### config.mk
export PLATFORM = sky130hd
export DESIGN_NAME = cdv_ctx_validator
export DESIGN_NICKNAME = d
export VERILOG_FILES = /design/src/rtl/cdv_pkg.sv /design/src/rtl/cdv_ips_decode.sv /design/src/rtl/cdv_hdr_check.sv /design/src/rtl/cdv_tbl_check.sv /design/src/rtl/cdv_ctx_validator.sv
export SDC_FILE = /design/constraint.sdc
export NUM_CORES = 1
export LEC_CHECK = 0
export CAP_MARGIN = 20
export CORE_AREA = 2 2 223 225
export DETAILED_ROUTE_END_ITERATION = 10
export DIE_AREA = 0 0 225 227
export DONT_BUFFER_PORTS = 1
export PLACE_DENSITY = 0.45
export SYNTH_ARGS = -nofsm -noshare
export SYNTH_HDL_FRONTEND = slang
export SYNTH_SLANG_ARGS = --single-unit
### constraint.sdc
create_clock -name clk -period 6.31 [get_ports clk]
set_input_delay 0.631 -clock clk [delete_from_list [all_inputs] [get_ports clk]]
set_output_delay 0.631 -clock clk [all_outputs]
set_load 0.02 [all_outputs]
### src/rtl/cdv_pkg.sv
package cdv_pkg;
  localparam int ASID_W   = 16;
  localparam int BASE_W   = 48;
  localparam int TSZ_W    = 6;
  localparam int TG_W     = 2;
  localparam int IPS_W    = 3;
  localparam int TBI_W    = 2;
  localparam int OAS_W    = 6;
  localparam int GRAN_W   = 5;
  localparam int NUM_TBL  = 2;
  localparam int TSZ_MIN  = 16;
  localparam int TSZ_MAX  = 39;
  localparam int GRAN_4K  = 12;
  localparam int GRAN_16K = 14;
  localparam int GRAN_64K = 16;

  typedef struct packed {
    logic [BASE_W-1:0] base;
    logic [TG_W-1:0]   tg;
    logic [TSZ_W-1:0]  tsz;
    logic              epd;
  } tbl_desc_t;

  typedef struct packed {
    tbl_desc_t          t1;
    tbl_desc_t          t0;
    logic [ASID_W-1:0]  asid;
    logic [IPS_W-1:0]   ips;
    logic [TBI_W-1:0]   tbi;
    logic               rec;
    logic               big_end;
    logic               hw_dirty;
    logic               hw_af;
    logic               stall;
    logic               abort_en;
    logic               fmt64;
    logic               valid;
  } ctx_desc_t;

  localparam int DESC_W = $bits(ctx_desc_t);

  typedef struct packed {
    logic              off;
    logic [TSZ_W-1:0]  tsz;
    logic [GRAN_W-1:0] gran;
    logic [BASE_W-1:0] base;
  } tbl_cfg_t;

  typedef enum logic [1:0] {
    ST_IDLE = 2'd0,
    ST_HDR  = 2'd1,
    ST_TBL  = 2'd2,
    ST_DONE = 2'd3
  } cdv_state_e;
endpackage

### src/rtl/cdv_ips_decode.sv
module cdv_ips_decode
  import cdv_pkg::*;
(
  input  logic [IPS_W-1:0] code,
  output logic [OAS_W-1:0] bits
);
  always_comb begin
    unique case (code)
      3'd0:    bits = OAS_W'(32);
      3'd1:    bits = OAS_W'(36);
      3'd2:    bits = OAS_W'(40);
      3'd3:    bits = OAS_W'(42);
      3'd4:    bits = OAS_W'(44);
      default: bits = OAS_W'(48);
    endcase
  end
endmodule

### src/rtl/cdv_hdr_check.sv
module cdv_hdr_check
  import cdv_pkg::*;
(
  input  logic             valid,
  input  logic             fmt64,
  input  logic             abort_en,
  input  logic             stall,
  input  logic             hw_af,
  input  logic             hw_dirty,
  input  logic [IPS_W-1:0] ips,
  input  logic [OAS_W-1:0] hw_bits,
  output logic             bad,
  output logic [OAS_W-1:0] oas
);
  logic [OAS_W-1:0] desc_bits;

  cdv_ips_decode u_dec (
    .code (ips),
    .bits (desc_bits)
  );

  always_comb begin
    bad = !valid || !fmt64 || !abort_en || stall || hw_af || hw_dirty;
    oas = (desc_bits < hw_bits) ? desc_bits : hw_bits;
  end
endmodule

### src/rtl/cdv_tbl_check.sv
module cdv_tbl_check
  import cdv_pkg::*;
#(
  parameter int IDX = 0
) (
  input  tbl_desc_t        t,
  input  logic             big_end,
  input  logic [OAS_W-1:0] oas,
  output logic             bad,
  output tbl_cfg_t         cfg
);
  logic [GRAN_W-1:0] gran;

  generate
    if (IDX == 0) begin : g_lower
      always_comb begin
        unique case (t.tg)
          2'd0:    gran = GRAN_W'(GRAN_4K);
          2'd1:    gran = GRAN_W'(GRAN_64K);
          2'd2:    gran = GRAN_W'(GRAN_16K);
          default: gran = '0;
        endcase
      end
    end else begin : g_upper
      always_comb begin
        unique case (t.tg)
          2'd1:    gran = GRAN_W'(GRAN_16K);
          2'd2:    gran = GRAN_W'(GRAN_4K);
          2'd3:    gran = GRAN_W'(GRAN_64K);
          default: gran = '0;
        endcase
      end
    end
  endgenerate

  logic tsz_bad, gran_bad, base_bad;

  always_comb begin
    tsz_bad  = (t.tsz < TSZ_W'(TSZ_MIN)) || (t.tsz > TSZ_W'(TSZ_MAX));
    gran_bad = (gran != GRAN_W'(GRAN_4K)) && (gran != GRAN_W'(GRAN_64K));
    base_bad = (t.base >> oas) != '0;
    bad      = !t.epd && (tsz_bad || gran_bad || big_end || base_bad);
    cfg      = '0;
    cfg.off  = t.epd;
    if (!t.epd) begin
      cfg.tsz  = t.tsz;
      cfg.gran = gran;
      cfg.base = t.base;
    end
  end
endmodule

### src/rtl/cdv_ctx_validator.sv
module cdv_ctx_validator
  import cdv_pkg::*;
(
  input  logic              clk,
  input  logic              rst_n,
  input  logic              in_valid,
  output logic              in_ready,
  input  logic [DESC_W-1:0] in_desc,
  input  logic [IPS_W-1:0]  hw_ips,
  output logic              out_valid,
  input  logic              out_ready,
  output logic              cfg_fault,
  output logic [OAS_W-1:0]  cfg_oas,
  output logic [TBI_W-1:0]  cfg_tbi,
  output logic [ASID_W-1:0] cfg_asid,
  output logic              cfg_record,
  output logic [1:0]        cfg_stage,
  output logic              cfg_t0_off,
  output logic [TSZ_W-1:0]  cfg_t0_tsz,
  output logic [GRAN_W-1:0] cfg_t0_gran,
  output logic [BASE_W-1:0] cfg_t0_base,
  output logic              cfg_t1_off,
  output logic [TSZ_W-1:0]  cfg_t1_tsz,
  output logic [GRAN_W-1:0] cfg_t1_gran,
  output logic [BASE_W-1:0] cfg_t1_base
);
  localparam int IDX_W = (NUM_TBL > 1) ? $clog2(NUM_TBL) : 1;

  cdv_state_e       state;
  ctx_desc_t        desc_q;
  logic [OAS_W-1:0] hw_bits_q;
  logic [OAS_W-1:0] oas_q;
  logic             fault_q;
  logic [IDX_W-1:0] tbl_idx;
  tbl_cfg_t         tcfg_q [NUM_TBL];

  logic [OAS_W-1:0] hw_bits_in;
  logic             hdr_bad;
  logic [OAS_W-1:0] hdr_oas;
  tbl_desc_t        tdesc   [NUM_TBL];
  logic             tbl_bad [NUM_TBL];
  tbl_cfg_t         tbl_res [NUM_TBL];

  cdv_ips_decode u_hw_dec (
    .code (hw_ips),
    .bits (hw_bits_in)
  );

  cdv_hdr_check u_hdr (
    .valid    (desc_q.valid),
    .fmt64    (desc_q.fmt64),
    .abort_en (desc_q.abort_en),
    .stall    (desc_q.stall),
    .hw_af    (desc_q.hw_af),
    .hw_dirty (desc_q.hw_dirty),
    .ips      (desc_q.ips),
    .hw_bits  (hw_bits_q),
    .bad      (hdr_bad),
    .oas      (hdr_oas)
  );

  assign tdesc[0] = desc_q.t0;
  assign tdesc[1] = desc_q.t1;

  generate
    for (genvar gi = 0; gi < NUM_TBL; gi++) begin : g_tbl
      cdv_tbl_check #(.IDX(gi)) u_chk (
        .t       (tdesc[gi]),
        .big_end (desc_q.big_end),
        .oas     (oas_q),
        .bad     (tbl_bad[gi]),
        .cfg     (tbl_res[gi])
      );
    end
  endgenerate

  always_ff @(posedge clk) begin
    if (!rst_n) begin
      state     <= ST_IDLE;
      desc_q    <= '0;
      hw_bits_q <= '0;
      oas_q     <= '0;
      fault_q   <= 1'b0;
      tbl_idx   <= '0;
      for (int i = 0; i < NUM_TBL; i++) tcfg_q[i] <= '0;
    end else begin
      unique case (state)
        ST_IDLE: begin
          if (in_valid) begin
            desc_q    <= ctx_desc_t'(in_desc);
            hw_bits_q <= hw_bits_in;
            fault_q   <= 1'b0;
            tbl_idx   <= '0;
            for (int i = 0; i < NUM_TBL; i++) tcfg_q[i] <= '0;
            state     <= ST_HDR;
          end
        end
        ST_HDR: begin
          oas_q <= hdr_oas;
          if (hdr_bad) begin
            fault_q <= 1'b1;
            state   <= ST_DONE;
          end else begin
            state <= ST_TBL;
          end
        end
        ST_TBL: begin
          if (tbl_bad[tbl_idx]) begin
            fault_q <= 1'b1;
            state   <= ST_DONE;
          end else begin
            tcfg_q[tbl_idx] <= tbl_res[tbl_idx];
            if (tbl_idx == IDX_W'(NUM_TBL - 1)) state <= ST_DONE;
            else tbl_idx <= tbl_idx + 1'b1;
          end
        end
        ST_DONE: begin
          if (out_ready) state <= ST_IDLE;
        end
        default: state <= ST_IDLE;
      endcase
    end
  end

  logic ok;

  always_comb begin
    in_ready    = (state == ST_IDLE);
    out_valid   = (state == ST_DONE);
    ok          = out_valid && !fault_q;
    cfg_fault   = out_valid && fault_q;
    cfg_oas     = ok ? oas_q : '0;
    cfg_tbi     = ok ? desc_q.tbi : '0;
    cfg_asid    = ok ? desc_q.asid : '0;
    cfg_record  = ok && desc_q.rec;
    cfg_stage   = ok ? 2'd1 : 2'd0;
    cfg_t0_off  = ok && tcfg_q[0].off;
    cfg_t0_tsz  = ok ? tcfg_q[0].tsz : '0;
    cfg_t0_gran = ok ? tcfg_q[0].gran : '0;
    cfg_t0_base = ok ? tcfg_q[0].base : '0;
    cfg_t1_off  = ok && tcfg_q[1].off;
    cfg_t1_tsz  = ok ? tcfg_q[1].tsz : '0;
    cfg_t1_gran = ok ? tcfg_q[1].gran : '0;
    cfg_t1_base = ok ? tcfg_q[1].base : '0;
  end

  // an accepted word makes the block busy with no result yet
  a_r1_accept_busy: assert property (@(posedge clk) disable iff (!rst_n)
    in_valid && in_ready |=> !in_ready && !out_valid);

  // pending result holds under back-pressure
  a_r12_hold: assert property (@(posedge clk) disable iff (!rst_n)
    out_valid && !out_ready |=> out_valid && $stable(cfg_fault) && $stable(cfg_oas)
      && $stable(cfg_asid) && $stable(cfg_t0_base) && $stable(cfg_t1_base)
      && $stable(cfg_t0_tsz) && $stable(cfg_t1_tsz));

  // output size never above the sampled hardware limit
  a_r4_oas_limit: assert property (@(posedge clk) disable iff (!rst_n)
    out_valid && !cfg_fault |-> cfg_oas <= hw_bits_q);

  a_r6_tsz_range0: assert property (@(posedge clk) disable iff (!rst_n)
    out_valid && !cfg_fault && !cfg_t0_off |->
      cfg_t0_tsz >= TSZ_W'(TSZ_MIN) && cfg_t0_tsz <= TSZ_W'(TSZ_MAX));
  a_r6_tsz_range1: assert property (@(posedge clk) disable iff (!rst_n)
    out_valid && !cfg_fault && !cfg_t1_off |->
      cfg_t1_tsz >= TSZ_W'(TSZ_MIN) && cfg_t1_tsz <= TSZ_W'(TSZ_MAX));

  a_r7_gran_ok: assert property (@(posedge clk) disable iff (!rst_n)
    out_valid && !cfg_fault |->
      (cfg_t0_off || cfg_t0_gran == GRAN_W'(GRAN_4K) || cfg_t0_gran == GRAN_W'(GRAN_64K)) &&
      (cfg_t1_off || cfg_t1_gran == GRAN_W'(GRAN_4K) || cfg_t1_gran == GRAN_W'(GRAN_64K)));

  a_r9_base_fits: assert property (@(posedge clk) disable iff (!rst_n)
    out_valid && !cfg_fault |->
      ((cfg_t0_base >> cfg_oas) == '0) && ((cfg_t1_base >> cfg_oas) == '0));

  a_r11_fault_clear: assert property (@(posedge clk) disable iff (!rst_n)
    cfg_fault |-> cfg_oas == '0 && cfg_asid == '0 && !cfg_record && cfg_stage == 2'd0
      && cfg_t0_base == '0 && cfg_t1_base == '0 && !cfg_t0_off && !cfg_t1_off);
endmodule

== Word level (Yosys, flattened, before mapping) ==
Memory sizes are Yosys's and may differ from the RTL's.
Index checks and enable logic that the tools add are counted.

* Bits in writable memories: 120
* Output and inout bits: 150
* Bits of input ports: 150
* Flip-flop bits (word level): 159
* Memories: 1
* Logic and storage cells: 154

* $lt $le $gt $ge: 6
* Add/sub/neg operators: 1
* Reductions and logical operators: 41
* Equality and inequality tests: 26
* Shifts and indexed selects: 2
* Mux-type cells: 50
* Bitwise operators: 3

{| class="wikitable"
|+ Memories
! name !! words !! bits a word !! read ports !! clocked after Yosys merged registers in !! wr ports !! RTL line !! text
|-
| tcfg_q || 2 || 60 || 2 || 0 || 2 || cdv_ctx_validator.sv:35 || <nowiki>tbl_cfg_t tcfg_q [NUM_TBL];</nowiki>
|}

{| class="wikitable"
|+ Operators with widths
! kind !! number
|-
| $mux W60 || 6
|-
| $mux W59 || 2
|-
| $mux W48 || 2
|-
| $reduce_bool A48 Y1 || 2
|-
| $shr A48 B6 Y48 || 2
|-
| $reduce_or A60 Y1 || 1
|-
| $pmux W5 S5 || 2
|-
| $pmux W5 S3 || 2
|-
| $mux W6 || 4
|-
| $mux W1 || 21
|-
| $mux W16 || 1
|-
| $logic_or A1 B1 Y1 || 13
|-
| $eq A3 B2 Y1 const B || 4
|-
| $gt A6 B6 Y1 const B || 2
|-
| $lt A6 B5 Y1 const B || 2
|-
| $eq A2 B2 Y1 const B || 5
|-
| $mux W2 || 5
|-
| $mux W5 || 2
|-
| $ne A5 B4 Y1 const B || 2
|-
| $ne A5 B5 Y1 const B || 2
|-
| $logic_and A1 B1 Y1 || 9
|-
| $ne A2 B2 Y1 const B || 4
|-
| $pmux W2 S4 || 1
|-
| $eq A2 B1 Y1 const B || 3
|-
| 19 further kinds || 30
|}

== Depth between registers and ports, before layout ==
Gate-level depths: netlist of run 1.

* Depth after elaboration: 17
* Gate-level depth with buffers: 15
* Depth with buffers taken out: 10

== By module ==
From an unflattened synthesis of run 1, not the netlist that was laid out.

* Cells, all modules: 1,630
* Area, all modules: 14,579.0 um^2

{| class="wikitable"
|+ Modules (own cells, without submodules)
! module !! cells an instance !! area an instance (um^2) !! instances !! sequential area each (um^2)
|-
| cdv_ctx_validator || 1,135 || 11,073.1 || 1 || 6,786.5
|-
| cdv_tbl_check (g_tbl[0].u_chk) || 217 || 1,590.3 || 1 || 0.0
|-
| cdv_tbl_check (g_tbl[1].u_chk) || 231 || 1,572.8 || 1 || 0.0
|-
| cdv_hdr_check || 25 || 212.7 || 1 || 0.0
|-
| cdv_ips_decode || 11 || 65.1 || 2 || 0.0
|}

== Least setup slack after synthesis of run 1 ==
No wires, ideal clock.

* Path kind: reg2reg
* Start: register oas_q[1]
* End: memory tcfg_q[1][0] in the netlist's numbering (enable)
* Path buffers: 3
* Stages on the path, launching flop included: 13
* Setup time: 0.798 ns
* Arrival time: 3.322 ns
* Data required time: 5.512 ns
* Period minus slack after synthesis: 4.120 ns
* Path slack: 2.190 ns
* Cell sequence: dfxtp_1 buf_2 buf_2 buf_2 nor3_1 a21oi_1 o32ai_1 a221oi_1 nor2_1 a31oi_1 o21ai_2 o211ai_1 nand3_1

{| class="wikitable"
|+ RTL lines
! item !! RTL line !! text
|-
| start: declaration || cdv_ctx_validator.sv:32 || <nowiki>logic [OAS_W-1:0] oas_q;</nowiki>
|-
| start signal: assignment || cdv_ctx_validator.sv:99 || <nowiki>oas_q <= hdr_oas;</nowiki>
|-
| end: declaration || cdv_ctx_validator.sv:35 ||
|}

==> summary.txt, run 1 <==
filler cell count: 5,078
Placer Congestion: 0.716
Power Dens Cells: 413 nW/µm²
final worst slack: 1.93 ns
CTS buffer count: 36
clk_lat worst skew: 0.53 ns
Vias: 9,250
number of synthesized flops with an enable pin: 116
clock skew: 0.0218 ns
Die H: 227 µm
GRT Overall Usage: 15.1%
TritonCTS clock tree: yes
Core ar.: 48,500 µm²
crit path max fanout: 58
Die ar.: 51,100 µm²
FMAX: 228 MHz
worst relative slew slack: 32.3%
clock sink count: 273
H-tree lvl count: 2
Hold Crit Class: input port to register
Hold Buf Count CTS: 0
Yosys reg bits: 273
Post-DP Area: 13,500 µm²
Initial Util: 26.8%
Least-Margin Pin Slew: 1.01 ns
first-pass GRT wire length: 58.3 mm
Max IR drop VDD: 0.000166 V
layout net count: 1,484
final instance area: 14,700 µm²
Max Root-Sink Buffers: 3
Max Slew Vio Count: 0
CP max stage delay: 0.67 ns
Slowest cell on crit path: nand3_4
clock transition at the registers of the reported paths: 0.06 ns
Min Clock Period, post-route: 4.38 ns
CP Launch Type: register
unrepaired setup endpoints after global routing: false
Routed WL per cell: 19.7 µm
Synth Instances: 1,374
Min Hold Slack: 0.237 ns
asr flop ratio synth: 0%
worst path cell trace: buf_4 > inv_1 > o211ai_1 > a31oi_1 > a21oi_1 > o211ai_1 > a31oi_1 > o21ai_2 > o211ai_1 > nand3_4
Worst EP required: 6.28 ns
WP data arrival: 4.36 ns
Hold Vio Cnt, Final: 0
post-CTS setup buffers: 0
total congestion overflow: 0
status: completed
Initial DRC Count: 472
Cells after DPL: 1,906
Most used DFF post-synth: dfxtp_1
sequential fraction of the synthesis area: 50.9%
DRC: 0
Worst Path Buf+Inv: 2
Yosys warning total: 0
Root Buffer: clkbuf_16
Avg Cell Area, Syn: 9.47 µm²
Routed Antenna Nets: 0
DP HPWL: 26.0 mm
Top cell by count, worst path: o211ai_1
Buffers on Ports: 0
Non-Filler Instances: 1,973
share of cells above drive strength 1: 6.60%
unique cell type count in the Yosys netlist: 62
final core utilization: 30.2%
Pleak: 5.25 nW
area added between synthesis and finish: 12.7%
Worst setup EP type: register
Final Power: 6.06 mW
# resized after CTS: 0
final setup fails: 0
Worst path top cell family by delay: compound AO/OA/AOI/OAI gates
initial antenna violation count: 3
Die X: 225 µm
final period utilization: 69.5%
Max-Cap Viols: 0
vias per std cell: 4.69
critical path type: register to register
pin count of the biggest net entering global routing: 155
Post-Syn Area: 13,000 µm²
number of iterations in the first detailed-routing pass: 5
vias in the first global route: 9,185
# IOs: 300
Core Rows: 81
setup tns final: 0 ns
pre-CTS WS: 1.84 ns
Routed WL: 38.9 mm
[cells by family (layout without fill, tap and decap cells)]
logic type | after synthesis | in the layout | synth area share (%)
other | 1 | 7 | 0.0288
muxes | 29 | 29 | 3.20
and+or+nand+nor | 702 | 702 | 27.4
AOI/OAI and AO/OA | 239 | 239 | 13.1
adders and majority gates | 11 | 11 | 1.06
xor gates and xnor gates | 2 | 2 | 0.135
DFF | 273 | 273 | 50.9
buffers and inverters | 117 | 88 | 4.11
[power by group]
group          switching (mW)  internal (mW)
registers               0.350           2.22
logic                   0.906          0.548
clock network           0.799           1.24
[placed cells by master (no fill, tap or decap), drive strengths merged, types with 3 or more instances in the layout]
| cell | n |
|---|---|
| mux2i | 18 |
| buf | 9 |
| o21ai | 24 |
| a21boi | 141 |
| nand2b | 4 |
| o21bai | 3 |
| a221oi | 4 |
| dfxtp | 157 |
| nor2 | 45 |
| nor3b | 18 |
| o21a | 3 |
| nor4b | 6 |
| clkbuf | 47 |
| o22ai | 3 |
| ha | 11 |
| a31oi | 3 |
| bufinv | 3 |
| nor3 | 32 |
| a21oi | 23 |
| clkinv | 12 |
| conb | 5 |
| nor4 | 11 |
| o41ai | 3 |
| and2 | 249 |
| a211oi | 8 |
| edfxtp | 116 |
| inv | 16 |
| a311oi | 3 |
| nor2b | 10 |
| nand3 | 9 |
| mux4 | 10 |
| nand2 | 299 |
| a22oi | 3 |
| o211ai | 6 |
| nand4 | 3 |
[flip-flops by register name, summed over array words and instances, names as in the netlist]
register,cells
oas_q,5
fault_q,1
desc_q,143
tbl_idx,1
hw_bits_q,5
state,2
tcfg_q,116
[cell usage after synthesis (all sizes together), types with 3 or more instances]
master / instances / share of area, %
clkbuf: 71 / 2.0
a22oi: 3 / 0.17
nor2: 45 / 1.3
dfxtp: 157 / 24
nand4: 3 / 0.14
nor4b: 6 / 0.50
edfxtp: 116 / 27
buf: 31 / 1.6
o22ai: 3 / 0.14
a31oi: 3 / 0.14
o21bai: 3 / 0.17
a21oi: 23 / 0.88
o21ai: 24 / 0.95
nand2b: 4 / 0.19
a211oi: 8 / 0.46
mux2i: 18 / 1.4
mux4: 10 / 1.7
nor2b: 10 / 0.48
nor3: 32 / 1.2
nor3b: 18 / 1.2
nor4: 11 / 0.53
a311oi: 3 / 0.20
nand2: 299 / 8.6
o41ai: 3 / 0.20
o211ai: 6 / 0.35
inv: 13 / 0.37
and2: 249 / 12
a21boi: 141 / 8.1
a221oi: 4 / 0.27
nand3: 9 / 0.35
ha: 11 / 1.1
o21a: 3 / 0.17
[cell type report]
| class | count | area, µm² | share of cell area, % |
|---|---|---|---|
| Clock buffer | 47 | 993 | 6.77 |
| Tap cell | 622 | 778 | 5.30 |
| Timing Repair Buffer | 9 | 120 | 0.819 |
| Multi-Input combinational cell | 988 | 5920 | 40.3 |
| Antenna cell | 2 | 5.00 | 0.0341 |
| Clock inverter | 17 | 170 | 1.16 |
| Sequential cell | 273 | 6630 | 45.2 |
| Inverter | 15 | 56.3 | 0.384 |
[metal layers]
metal	GRT usage (%)	vias up	share of wire (%)
met5	0	-	0.041
met4	5.02	2	2.0
met3	4.67	50	7.7
met2	23.0	239	44
met1	20.3	4401	46
li1	-	4558	-
[worst paths after layout]
check | cells past startpoint | slack [ns] | start | endpoint
max | 10 | 1.93 | oas_q[2] | tcfg_q[1][27]
max reg2reg | 10 | 1.93 | oas_q[2] | tcfg_q[1][27]
min reg2reg | 2 | 0.46 | desc_q[18] | desc_q[18]
min | 2 | 0.24 | in_desc[21] | desc_q[21]
Note: power is estimated with default switching activity, not from simulation.
==> run 2: changes to the inputs <==
- PLACE_DENSITY: 0.45 -> 0.46
- clock period: 6.31 -> 3.8 ns (I/O delays scaled with it)
==> run 2 against run 1 <==
  * Fmax up 29%
  * Register-to-register slack worse by 1.5 ns
  * Count of clock-buffer cells in the layout down 4
  * Highest routed layer is now met4
==> summary.txt, run 2 (synthesized netlist as in run 1, its figures left out) <==
CTS buffer count: 34
commonest non-fill, non-tap cell in the layout: nand2_1
clock skew: 0.00962 ns
setup tns final: 0 ns
# IOs: 300
clock transition at the registers of the reported paths: 0.06 ns
FMAX: 294 MHz
r2r endpoint: tcfg_q[1][0]
CP Launch Type: register
Die ar.: 51,100 µm²
final setup fails: 0
clock sink count: 273
Initial DRC Count: 504
Placer Congestion: 0.724
Core Rows: 81
Top reg by flops: desc_q
hold depth: 2
Die X: 225 µm
first-pass GRT wire length: 60.4 mm
Cells after DPL: 1,932
DRC: 0
area added between synthesis and finish: 24.8%
Routed Antenna Nets: 0
commonest cells after routing, fill and taps aside: nand2_1 (298), and2_1 (248), dfxtp_1 (155)
H-tree lvl count: 2
Max Slew Vio Count: 0
Buffers on Ports: 0
Hold Path Sink: desc_q[100]
Min Hold Slack: 0.0282 ns
vias in the first global route: 9,671
Initial Util: 26.8%
DP HPWL: 27.5 mm
clk_lat worst skew: 0.53 ns
Non-Filler Instances: 2,126
Worst Reg2Reg Path Length in Cells: 10
Vias: 9,821
pin count of the biggest net entering global routing: 117
Least-Margin Pin Slew: 0.608 ns
vias per std cell: 4.62
Die H: 227 µm
WP data arrival: 3.59 ns
Routed WL per cell: 19.2 µm
Worst EP required: 3.99 ns
layout net count: 1,637
Hold Crit Class: input port to register
Pleak: 5.99 nW
critical path type: register to register
Max Root-Sink Buffers: 3
Root Buffer: clkbuf_16
Routed WL: 40.8 mm
Max IR drop VDD: 0.000310 V
top flop regs: desc_q x143, tcfg_q x116
total congestion overflow: 0
Core ar.: 48,500 µm²
post-CTS setup buffers: 0
number of iterations in the first detailed-routing pass: 5
crit path max fanout: 23
Largest register FFs: 143
GRT Overall Usage: 15.8%
unrepaired setup endpoints after global routing: false
Hold Vio Cnt, Final: 0
final period utilization: 89.4%
initial antenna violation count: 2
Min Clock Period, post-route: 3.40 ns
min-delay src: in_desc[100]
worst relative slew slack: 59.1%
filler cell count: 4,956
Max-Cap Viols: 0
TritonCTS clock tree: yes
Worst setup EP type: register
status: completed
FF-to-FF Start: oas_q[2]
Power Dens Cells: 642 nW/µm²
Reg2Reg Setup Slack: 0.40 ns
share of cells above drive strength 1: 7.86%
run 2: cell count changes in the layout (fill, tap and decap cells not counted), sizes merged:
cell,before,now
dlygate4sd3,0,129
clkinv,12,16
inv,16,13
clkinvlp,1,0
buf,9,35
bufinv,3,5
clkbuf,47,43
run 2: cell type report:
type,count,area (µm²),share of cell area [%]
Sequential cell,273,6630,40.8
Multi-Input combinational cell,988,5920,36.5
Timing Repair Buffer,164,1650,10.2
Clock buffer,43,978,6.02
Tap cell,622,778,4.79
Clock inverter,19,216,1.33
Inverter,15,56.3,0.347
Antenna cell,2,5.00,0.0308
run 2: worst max-delay path by stage:
stage	end	slack, ns	cells past startpoint	startpoint
global placement	tcfg_q[1][30]	0.33	10	oas_q[1]
global route	tcfg_q[0][50]	0.04	11	oas_q[1]
detailed placement	tcfg_q[1][45]	0.31	10	oas_q[1]
floorplan	tcfg_q[1][0]	0.39	12	oas_q[1]
finish	tcfg_q[1][0]	0.40	10	oas_q[2]
CTS	tcfg_q[1][54]	0.29	10	oas_q[1]
run 2: power breakdown:
part	leakage [nW]	internal [mW]	switching (mW)
clock	0.599	2.16	1.30
combinational	2.85	1.13	1.66
sequential	2.54	3.68	0.513
run 2: repair_timing:
action                                 CTS  global route
endpoints found under the hold margin  121             0
setup endpoints to repair                0            46
resized for setup                        0             1
hold buffers                           130             0
run 2: routing by layer:
metal	track usage [%]	part of all wire [%]
met2	25.5	46
met5	0	0
met1	21.1	46
met3	3.64	5.9
met4	4.68	1.8
run 2: metrics by stage:
| stage | total power [mW] | worst slack (ns) | utilization [%] | area, µm² |
|---|---|---|---|---|
| floorplan | 5.98 | 0.388 | - | 13000 |
| global placement | 6.92 | 0.327 | 28.3 | 13700 |
| detailed placement | 6.96 | 0.306 | 28.3 | 13700 |
| CTS | 10.6 | 0.291 | 33.4 | 16200 |
| global route | 11.1 | 0.0362 | 33.4 | 16200 |
| finish | 10.4 | 0.402 | 33.5 | 16200 |
run 2: worst max-delay path: stages (launching register included):
cell	delay, ns
dfxtp_2	0.63
buf_4	0.23
mux4_2	0.28
nor3_1	0.38
o21ai_0	0.16
o41ai_1	0.27
nand4_1	0.23
o21ai_2	0.24
o211ai_1	0.16
nand3_4	0.13
buf_4	0.33
